--- src/rtl/pdma_lane_pkg.sv ---
package pdma_lane_pkg;

   typedef enum logic [1:0] {
      PL_IDLE  = 2'd0,
      PL_XFER  = 2'd1,
      PL_CHECK = 2'd2
   } pl_state_e;

endpackage

--- src/rtl/pdma_size_decode.sv ---
module pdma_size_decode #(
   parameter int SIZE_W        = 3,
   parameter int MAX_ACC_BYTES = 4,
   parameter int WIDE_LANES    = 2,
   parameter int IDX_W         = 1
) (
   input  logic [SIZE_W-1:0] size,
   output logic              size_ok,
   output logic [IDX_W-1:0]  first_lane
);

   always_comb begin
      size_ok = (int'(size) >= 1) && (int'(size) <= MAX_ACC_BYTES);
   end

   generate
      if (WIDE_LANES == 1) begin : g_single
         assign first_lane = '0;
      end else begin : g_multi
         always_comb begin
            int n;
            n = int'(size);
            if (n >= WIDE_LANES) first_lane = IDX_W'(WIDE_LANES - 1);
            else if (n >= 1)     first_lane = IDX_W'(n - 1);
            else                 first_lane = '0;
         end
      end
   endgenerate

endmodule

--- src/rtl/pdma_lane_seq.sv ---
module pdma_lane_seq
   import pdma_lane_pkg::*;
#(
   parameter int IDX_W = 1
) (
   input  logic             clk,
   input  logic             rst_n,
   input  logic             start,
   input  logic [IDX_W-1:0] first_lane,
   output logic             busy,
   output logic             xfer,
   output logic             check,
   output logic [IDX_W-1:0] lane
);

   pl_state_e state_q;

   always_ff @(posedge clk or negedge rst_n) begin
      if (!rst_n) begin
         state_q <= PL_IDLE;
         lane    <= '0;
      end else begin
         unique case (state_q)
            PL_IDLE: begin
               if (start) begin
                  state_q <= PL_XFER;
                  lane    <= first_lane;
               end
            end
            PL_XFER: begin
               if (lane == '0) state_q <= PL_CHECK;
               else            lane    <= lane - 1'b1;
            end
            PL_CHECK: state_q <= PL_IDLE;
            default:  state_q <= PL_IDLE;
         endcase
      end
   end

   assign busy  = (state_q != PL_IDLE);
   assign xfer  = (state_q == PL_XFER);
   assign check = (state_q == PL_CHECK);

endmodule

--- src/rtl/pdma_byte_path.sv ---
module pdma_byte_path #(
   parameter int               BYTE_W     = 8,
   parameter int               WIDE_LANES = 2,
   parameter int               IDX_W      = 1,
   parameter logic [BYTE_W-1:0] EMPTY_FILL = '0,
   localparam int              HOST_W     = WIDE_LANES * BYTE_W
) (
   input  logic              clk,
   input  logic              rst_n,
   input  logic              start,
   input  logic              xfer,
   input  logic [IDX_W-1:0]  lane,
   input  logic              wr_in,
   input  logic              cmd_in,
   input  logic [HOST_W-1:0] wdata_in,
   output logic              wr_q,
   output logic [HOST_W-1:0] rdata,
   output logic              dq_push,
   output logic              dq_pop,
   output logic [BYTE_W-1:0] dq_wbyte,
   input  logic [BYTE_W-1:0] dq_rbyte,
   input  logic              dq_empty,
   output logic              cq_push,
   output logic              cq_pop,
   output logic [BYTE_W-1:0] cq_wbyte,
   input  logic [BYTE_W-1:0] cq_rbyte,
   input  logic              cq_empty,
   output logic              tc_dec,
   input  logic              tc_zero
);

   logic              cmd_q;
   logic [HOST_W-1:0] wdata_q;
   logic [BYTE_W-1:0] wlane [WIDE_LANES];
   logic [BYTE_W-1:0] wbyte;
   logic              wr_go, rd_go, pop_go, src_empty;
   logic [BYTE_W-1:0] rbyte;

   always_ff @(posedge clk or negedge rst_n) begin
      if (!rst_n) begin
         wr_q    <= 1'b0;
         cmd_q   <= 1'b0;
         wdata_q <= '0;
      end else if (start) begin
         wr_q    <= wr_in;
         cmd_q   <= cmd_in;
         wdata_q <= wdata_in;
      end
   end

   for (genvar g = 0; g < WIDE_LANES; g++) begin : g_wlane
      assign wlane[g] = wdata_q[g*BYTE_W +: BYTE_W];
   end

   always_comb begin
      wbyte = '0;
      for (int i = 0; i < WIDE_LANES; i++) begin
         if (lane == IDX_W'(i)) wbyte = wlane[i];
      end
   end

   assign wr_go     = xfer & wr_q & ~tc_zero;
   assign dq_push   = wr_go & ~cmd_q;
   assign cq_push   = wr_go &  cmd_q;
   assign tc_dec    = wr_go;
   assign dq_wbyte  = wbyte;
   assign cq_wbyte  = wbyte;

   assign src_empty = cmd_q ? cq_empty : dq_empty;
   assign rd_go     = xfer & ~wr_q;
   assign pop_go    = rd_go & ~src_empty;
   assign dq_pop    = pop_go & ~cmd_q;
   assign cq_pop    = pop_go &  cmd_q;
   assign rbyte     = src_empty ? EMPTY_FILL : (cmd_q ? cq_rbyte : dq_rbyte);

   for (genvar g = 0; g < WIDE_LANES; g++) begin : g_rlane
      logic [BYTE_W-1:0] rl_q;
      always_ff @(posedge clk or negedge rst_n) begin
         if (!rst_n)                                rl_q <= '0;
         else if (start)                            rl_q <= '0;
         else if (rd_go && (lane == IDX_W'(g)))     rl_q <= rbyte;
      end
      assign rdata[g*BYTE_W +: BYTE_W] = rl_q;
   end

endmodule

--- src/rtl/pdma_lane_adapter.sv ---
module pdma_lane_adapter #(
   parameter int               BYTE_W        = 8,
   parameter int               WIDE_LANES    = 2,
   parameter int               SIZE_W        = 3,
   parameter int               MAX_ACC_BYTES = 4,
   parameter logic [BYTE_W-1:0] EMPTY_FILL   = '0,
   localparam int              HOST_W        = WIDE_LANES * BYTE_W,
   localparam int              IDX_W         = (WIDE_LANES > 1) ? $clog2(WIDE_LANES) : 1
) (
   input  logic              clk,
   input  logic              rst_n,
   input  logic              acc_req,
   input  logic              acc_write,
   input  logic [SIZE_W-1:0] acc_size,
   input  logic [HOST_W-1:0] acc_wdata,
   output logic              acc_busy,
   output logic [HOST_W-1:0] acc_rdata,
   output logic              acc_rvalid,
   input  logic              cmd_phase,
   output logic              dq_push,
   output logic              dq_pop,
   output logic [BYTE_W-1:0] dq_wbyte,
   input  logic [BYTE_W-1:0] dq_rbyte,
   input  logic              dq_full,
   input  logic              dq_empty,
   output logic              cq_push,
   output logic              cq_pop,
   output logic [BYTE_W-1:0] cq_wbyte,
   input  logic [BYTE_W-1:0] cq_rbyte,
   input  logic              cq_empty,
   output logic              tc_dec,
   input  logic              tc_zero,
   output logic              xfer_done
);

   if (BYTE_W < 1) begin : g_bad_byte
      $error("BYTE_W must be at least 1");
   end
   if (WIDE_LANES < 1) begin : g_bad_lanes
      $error("WIDE_LANES must be at least 1");
   end
   if (WIDE_LANES > MAX_ACC_BYTES) begin : g_bad_max
      $error("WIDE_LANES cannot exceed MAX_ACC_BYTES");
   end
   if (MAX_ACC_BYTES >= (1 << SIZE_W)) begin : g_bad_size
      $error("SIZE_W too narrow for MAX_ACC_BYTES");
   end

   logic             size_ok;
   logic [IDX_W-1:0] first_lane;
   logic [IDX_W-1:0] lane;
   logic             start, xfer, check, wr_q;

   pdma_size_decode #(
      .SIZE_W(SIZE_W), .MAX_ACC_BYTES(MAX_ACC_BYTES),
      .WIDE_LANES(WIDE_LANES), .IDX_W(IDX_W)
   ) u_dec (
      .size(acc_size), .size_ok(size_ok), .first_lane(first_lane)
   );

   assign start = acc_req & ~acc_busy & size_ok;

   pdma_lane_seq #(.IDX_W(IDX_W)) u_seq (
      .clk(clk), .rst_n(rst_n), .start(start), .first_lane(first_lane),
      .busy(acc_busy), .xfer(xfer), .check(check), .lane(lane)
   );

   pdma_byte_path #(
      .BYTE_W(BYTE_W), .WIDE_LANES(WIDE_LANES), .IDX_W(IDX_W),
      .EMPTY_FILL(EMPTY_FILL)
   ) u_path (
      .clk(clk), .rst_n(rst_n), .start(start), .xfer(xfer), .lane(lane),
      .wr_in(acc_write), .cmd_in(cmd_phase), .wdata_in(acc_wdata),
      .wr_q(wr_q), .rdata(acc_rdata),
      .dq_push(dq_push), .dq_pop(dq_pop), .dq_wbyte(dq_wbyte),
      .dq_rbyte(dq_rbyte), .dq_empty(dq_empty),
      .cq_push(cq_push), .cq_pop(cq_pop), .cq_wbyte(cq_wbyte),
      .cq_rbyte(cq_rbyte), .cq_empty(cq_empty),
      .tc_dec(tc_dec), .tc_zero(tc_zero)
   );

   assign acc_rvalid = check & ~wr_q;
   assign xfer_done  = check & (wr_q ? (tc_zero | dq_full) : dq_empty);

endmodule

--- config.mk ---
export PLATFORM = sky130hd
export DESIGN_NAME = pdma_lane_adapter
export DESIGN_NICKNAME = d
export VERILOG_FILES = /design/src/rtl/pdma_lane_pkg.sv /design/src/rtl/pdma_size_decode.sv /design/src/rtl/pdma_lane_seq.sv /design/src/rtl/pdma_byte_path.sv /design/src/rtl/pdma_lane_adapter.sv
export SDC_FILE = /design/constraint.sdc
export NUM_CORES = 1
export LEC_CHECK = 0
export BUFFER_PORTS_ARGS = -buffer_cell sky130_fd_sc_hd__clkbuf_2
export CAP_MARGIN = 20
export CORE_MARGIN = 3
export CORE_UTILIZATION = 35
export CTS_CLUSTER_DIAMETER = 40
export DETAILED_ROUTE_END_ITERATION = 16
export MAX_ROUTING_LAYER = met4
export PLACE_DENSITY = 0.72
export REMOVE_ABC_BUFFERS = 1
export SETUP_SLACK_MARGIN = 0.1
export SYNTH_ARGS = -nofsm -noshare
export SYNTH_HDL_FRONTEND = slang
export SYNTH_SLANG_ARGS = --single-unit
--- constraint.sdc ---
create_clock -name clk -period 1.6 [get_ports clk]
set_clock_uncertainty 0.1 [all_clocks]
set_input_delay 0.16 -clock clk [delete_from_list [all_inputs] [get_ports clk]]
set_output_delay 0.16 -clock clk [all_outputs]
set_load 0.05 [all_outputs]
Yosys cells after proc, flatten, opt, wreduce, memory -nomap -nowiden
Index checks and enable logic that the tools add are counted.
Widths: inputs -> output; s select.
- bitwise gates (word level): 19
- equality and inequality tests: 4
- add/subtract/negate cells: 2
- muxes and demuxes: 17
- reductions and logical operators: 10
- magnitude comparators: 3
- operators by type and width (kind ; number):
    $mux 8 ; 7
    $and 1x1->1 ; 12
    $reduce_bool 2->1 ; 4
    $mux 1 ; 6
    $not 1->1 ; 6
    $mux 2 ; 2
    $ne 2x2->1 const B ; 2
    $pmux 2 s2 ; 1
    $reduce_and 2->1 ; 2
    $ge 3x1->1 const B ; 1
    $ge 3x2->1 const B ; 1
    $le 3x3->1 const B ; 1
    $logic_and 1x1->1 ; 3
    $eq 2x1->1 const B ; 1
    $eq 2x2->1 const B ; 1
    $logic_not 2->1 ; 1
    $pmux 1 s2 ; 1
    $sub 1x1->1 const B ; 2
    $or 1x1->1 ; 1
- register bits after elaboration: 37
- output and inout bits: 40
- word-level logic and storage cells: 62
- input bits: 44

Depth between registers and ports, before layout
- depth after elaboration: 6
- depth in mapped cells: 6
- gate-level depth less buffers: 3

By module
A second synthesis with hierarchy kept.
- cells, all modules: 161
- area total of the unflattened synthesis: 1869.3 µm²
- modules (own cells, without submodules) (module ; instances ; cells an instance ; area each (µm²) ; sequential area each (µm²)):
    pdma_byte_path ; 1 ; 139 ; 1674.1 ; 850.8
    pdma_lane_seq ; 1 ; 13 ; 143.9 ; 75.1
    pdma_lane_adapter ; 1 ; 6 ; 30.0 ; 0.0
    pdma_size_decode ; 1 ; 3 ; 21.3 ; 0.0

Worst setup path before layout
OpenSTA, ideal clock, no wires.
- path type: register to output
- start point: register u_seq.state_q[1]
- end point: output dq_push
- stages on the path, launching flop included: 4
- data required time: 1.340 ns
- arrival: 1.936 ns
- slack: -0.596 ns
- cell sequence: dfrtp_1 and2b_1 and3b_1 nor2b_1
- word-level cells in the longest chain between the ends: 4
- RTL lines (what ; line ; source):
    from (decl) ; pdma_lane_seq.sv:16 ; pl_state_e state_q;
    from (signal assigned) ; pdma_lane_seq.sv:20 ; state_q <= PL_IDLE;
    from (signal assigned) ; pdma_lane_seq.sv:26 ; state_q <= PL_XFER;
    from (signal assigned) ; pdma_lane_seq.sv:31 ; if (lane == '0) state_q <= PL_CHECK;
    $eq 2x1->1 ; pdma_lane_seq.sv:41 ; assign xfer = (state_q == PL_XFER);
    $and 1x1->1 (2 in a row) ; pdma_byte_path.sv:62 ; assign wr_go = xfer & wr_q & ~tc_zero;
    via tc_dec ; pdma_lane_adapter.sv:31 ; output logic tc_dec,
    $and 1x1->1 ; pdma_byte_path.sv:63 ; assign dq_push = wr_go & ~cmd_q;
    to (decl) ; pdma_lane_adapter.sv:20 ; output logic dq_push,
The timed path passes the listed nets, and every way through them passes these cells.

Worst setup path in the final report
- start point: register u_seq.state_q[1]
- end point: output cq_push
- word-level cells in the longest chain between the ends: 4
- RTL lines (what ; line ; source):
    $eq 2x1->1 ; pdma_lane_seq.sv:41 ;
    $and 1x1->1 (2 in a row) ; pdma_byte_path.sv:62 ;
    $and 1x1->1 ; pdma_byte_path.sv:64 ; assign cq_push = wr_go & cmd_q;
    to (decl) ; pdma_lane_adapter.sv:26 ; output logic cq_push,
No other way between the ends.

==> reports/metrics.csv <==
metric,value,unit
outcome,finished with violations,
violations,"negative hold slack, negative setup slack",
min_to,u_path.wr_q,
cp-end-kind,output port,
htreeDepth,2,
numPortBuffers,83,
p_leak,1.517,nW
fin_setup_tns,-1483,ps
vias,1613,
total_power,7.896,mW
drv_cap,0,
hpwl,3012,microns
regToRegStartpoint,u_seq.state_q[0],
layout_setup_ws,-130.3,ps
clk_pin_slew,70,ps
viasPerCell,4.918,
rr_worst_depth,6,
std_cell_rows,25,
slew_headroom,66.45,%
grt_pass1_vias,1719,
min_path_cells,2,
drtIter0Drc,41,
regArea,929.6,sq um
grt_max_degree,20,
clk_latency,290,ps
synthDistinctLibCells,28,
cts_root_buf,clkbuf_8,
cts_buffer_depth,2,
cts_inserted_buffers,5,
place_ws,48.10,ps
avgSynthCellArea,12.34,sq um
reg2reg_slack,-110,ps
dr.pass1.iters,4,
start_util,37.45,%
ys_ff_latch,37,
cts_tree,built,
max-vdd-ir-drop,1.872,mV
cp_max_fo,4,
hold_viol,1,
multi_input_area,919.6,sq um
grt_pass1_wl,8307,microns
period_share,108.1,%
drc,0,
fin_area,3166,sq um
finalSetupViolCount,28,
startpoint_type,flop,
ant_nets,0,
fmax,577.9,MHz
tightest_slew,503.3,ps
wl,5361,microns
chipWidth,78.49,microns
critical_path_class,reg -> out,
grt_antenna_before_repair,0,
maxSlewViolCount,0,
syn-cell-area,1839,sq um
finalCriticalPeriod,1730,ps
drive_gt1_share,66.28,%
die_area,6161,sq um
fin_nets,304,
core,4911,sq um
wire_per_inst,16.34,microns
worst_r2r_endpoint,u_path.cmd_q,
grt_overflow,0,
power.density,2494,nW/um^2
fin_hold_ws,-1.196,ps
nFillCells,402,
hp-class,in -> reg,
synthCells,149,
yosys_warnings,0,
num_io_pins,84,
area_growth,72.11,%
cts.sinks,37,
hp-start,acc_write,
grt_usage,17.84,%
gp_congestion,0.7204,
crit_required,1340,ps
arrival,1470,ps
dpl-instance-area,2306,sq um
die_h,78.49,microns
rsz0062_at_grt,yes,
ys_seq_area_share,50.34,%
diodes,0,
[per-layer routing]
layer  track usage (%)  wire length, microns  share of wire, %
met1             20.67                  2083                39
met2             30.74                  2888                54
met3             3.555                   316               5.9
met4             6.469                    72               1.3
met5                 -                     0                 0
[cell type report]
type                    instances  area share, %
repair buffers                121          34.47
flip-flops and latches         37          29.37
multi-input cells              93          29.05
well taps                      67          2.648
clock buffers                   5          2.174
clock inverters                 3          2.055
inverters                       2         0.2372
[worst max-delay path, cell delays in order (launching register included)]
cell,delay [ps]
dfrtp_1,400
and2b_2,250
and3b_2,220
and2_4,160
buf_8,140
[cells in the final DEF, fill, tap and decap left out, types with 2 or more instances in the layout]
| cell type | count |
|---|---|
| clkbuf_2 | 59 |
| dfrtp_1 | 34 |
| mux2_4 | 24 |
| nor2_1 | 20 |
| buf_8 | 18 |
| a211oi_2 | 16 |
| buf_4 | 13 |
| dlygate4sd3_1 | 11 |
| buf_6 | 8 |
| a22oi_1 | 7 |
| clkbuf_8 | 7 |
| buf_12 | 4 |
| nor2b_1 | 3 |
| buf_16 | 3 |
| dfrtp_2 | 3 |
| inv_1 | 2 |
| nor3_1 | 2 |
| mux2_2 | 2 |
| nor2_2 | 2 |
| bufinv_16 | 2 |
[worst max-delay path by stage]
stage | from | end | slack, ps | depth (start not counted)
after floorplan | u_seq.state_q[1] | u_path.cmd_q | -630 | 3
after global placement | u_seq.state_q[1] | u_path.wdata_q[13] | 80 | 4
after detailed placement | u_seq.state_q[1] | u_path.cmd_q | 50 | 4
after CTS | u_seq.state_q[1] | dq_push | -110 | 4
after global routing | u_seq.state_q[1] | dq_push | -210 | 4
final | u_seq.state_q[1] | cq_push | -130 | 4
[Yosys cell counts]
library cell,number,share of area (%)
a211oi_1,17,6.9
a21o_1,1,0.41
a22oi_1,7,2.9
a31oi_1,1,0.34
and2_1,1,0.34
and2b_1,1,0.41
and3b_1,1,0.48
and4b_1,1,0.54
and4bb_2,1,0.68
buf_12,1,1.1
buf_2,2,0.54
buf_4,10,4.1
buf_6,3,1.8
clkbuf_1,2,0.41
dfrtp_1,37,50
inv_1,2,0.41
mux2_2,14,8.6
mux2_4,12,9.8
nand2_1,1,0.20
nand2b_1,1,0.34
nor2_1,22,4.5
nor2b_1,4,1.4
nor3_1,2,0.54
nor4b_4,1,1.3
o21ai_0,1,0.27
o22a_1,1,0.48
o32a_1,1,0.54
or2b_1,1,0.41
[registers in the layout, indices dropped and copies added, names as in the netlist]
| name | cells |
|---|---|
| u_seq.lane | 1 |
| u_path.wr_q | 1 |
| u_path.cmd_q | 1 |
| u_seq.state_q | 2 |
| u_path.g_rlane.rl_q | 16 |
| u_path.wdata_q | 16 |
[through the flow]
step / utilization (%) / hold slack (ps) / cells
finish: 64.46 / -1.196 / 328
global route: 64.46 / -0.1356 / 328
CTS: 60.43 / 0.1164 / 321
detailed placement: 46.96 / 49.06 / 291
global placement: 46.96 / 41.87 / 291
floorplan: - / -235.6 / 131
[what timing repair did]
action,4_1_cts,5_1_grt
endpoints found under the setup margin,57,60
gates resized for setup,66,53
pin swaps,3,8
hold buffers,9,2
hold endpoints to repair,26,2
buffers inserted,8,4
gates cloned,5,1
[where the power goes]
part           total, mW  switching, mW  internal [mW]  leakage, nW
clock network      0.957          0.338          0.619       0.0681
logic               5.26           2.91           2.35        0.989
registers           1.68          0.330           1.35        0.459
[cells by family (layout without fill, tap and decap cells)]
family | count (synthesis) | after routing | share of synthesized area [%]
flip-flops | 37 | 37 | 50.34
AND/OR/NAND/NOR | 37 | 38 | 11.09
AO/OA/AOI/OAI | 29 | 29 | 11.84
multiplexers | 26 | 26 | 18.37
buffers and inverters | 20 | 131 | 8.367
Power figures use the tool's default switching activity.
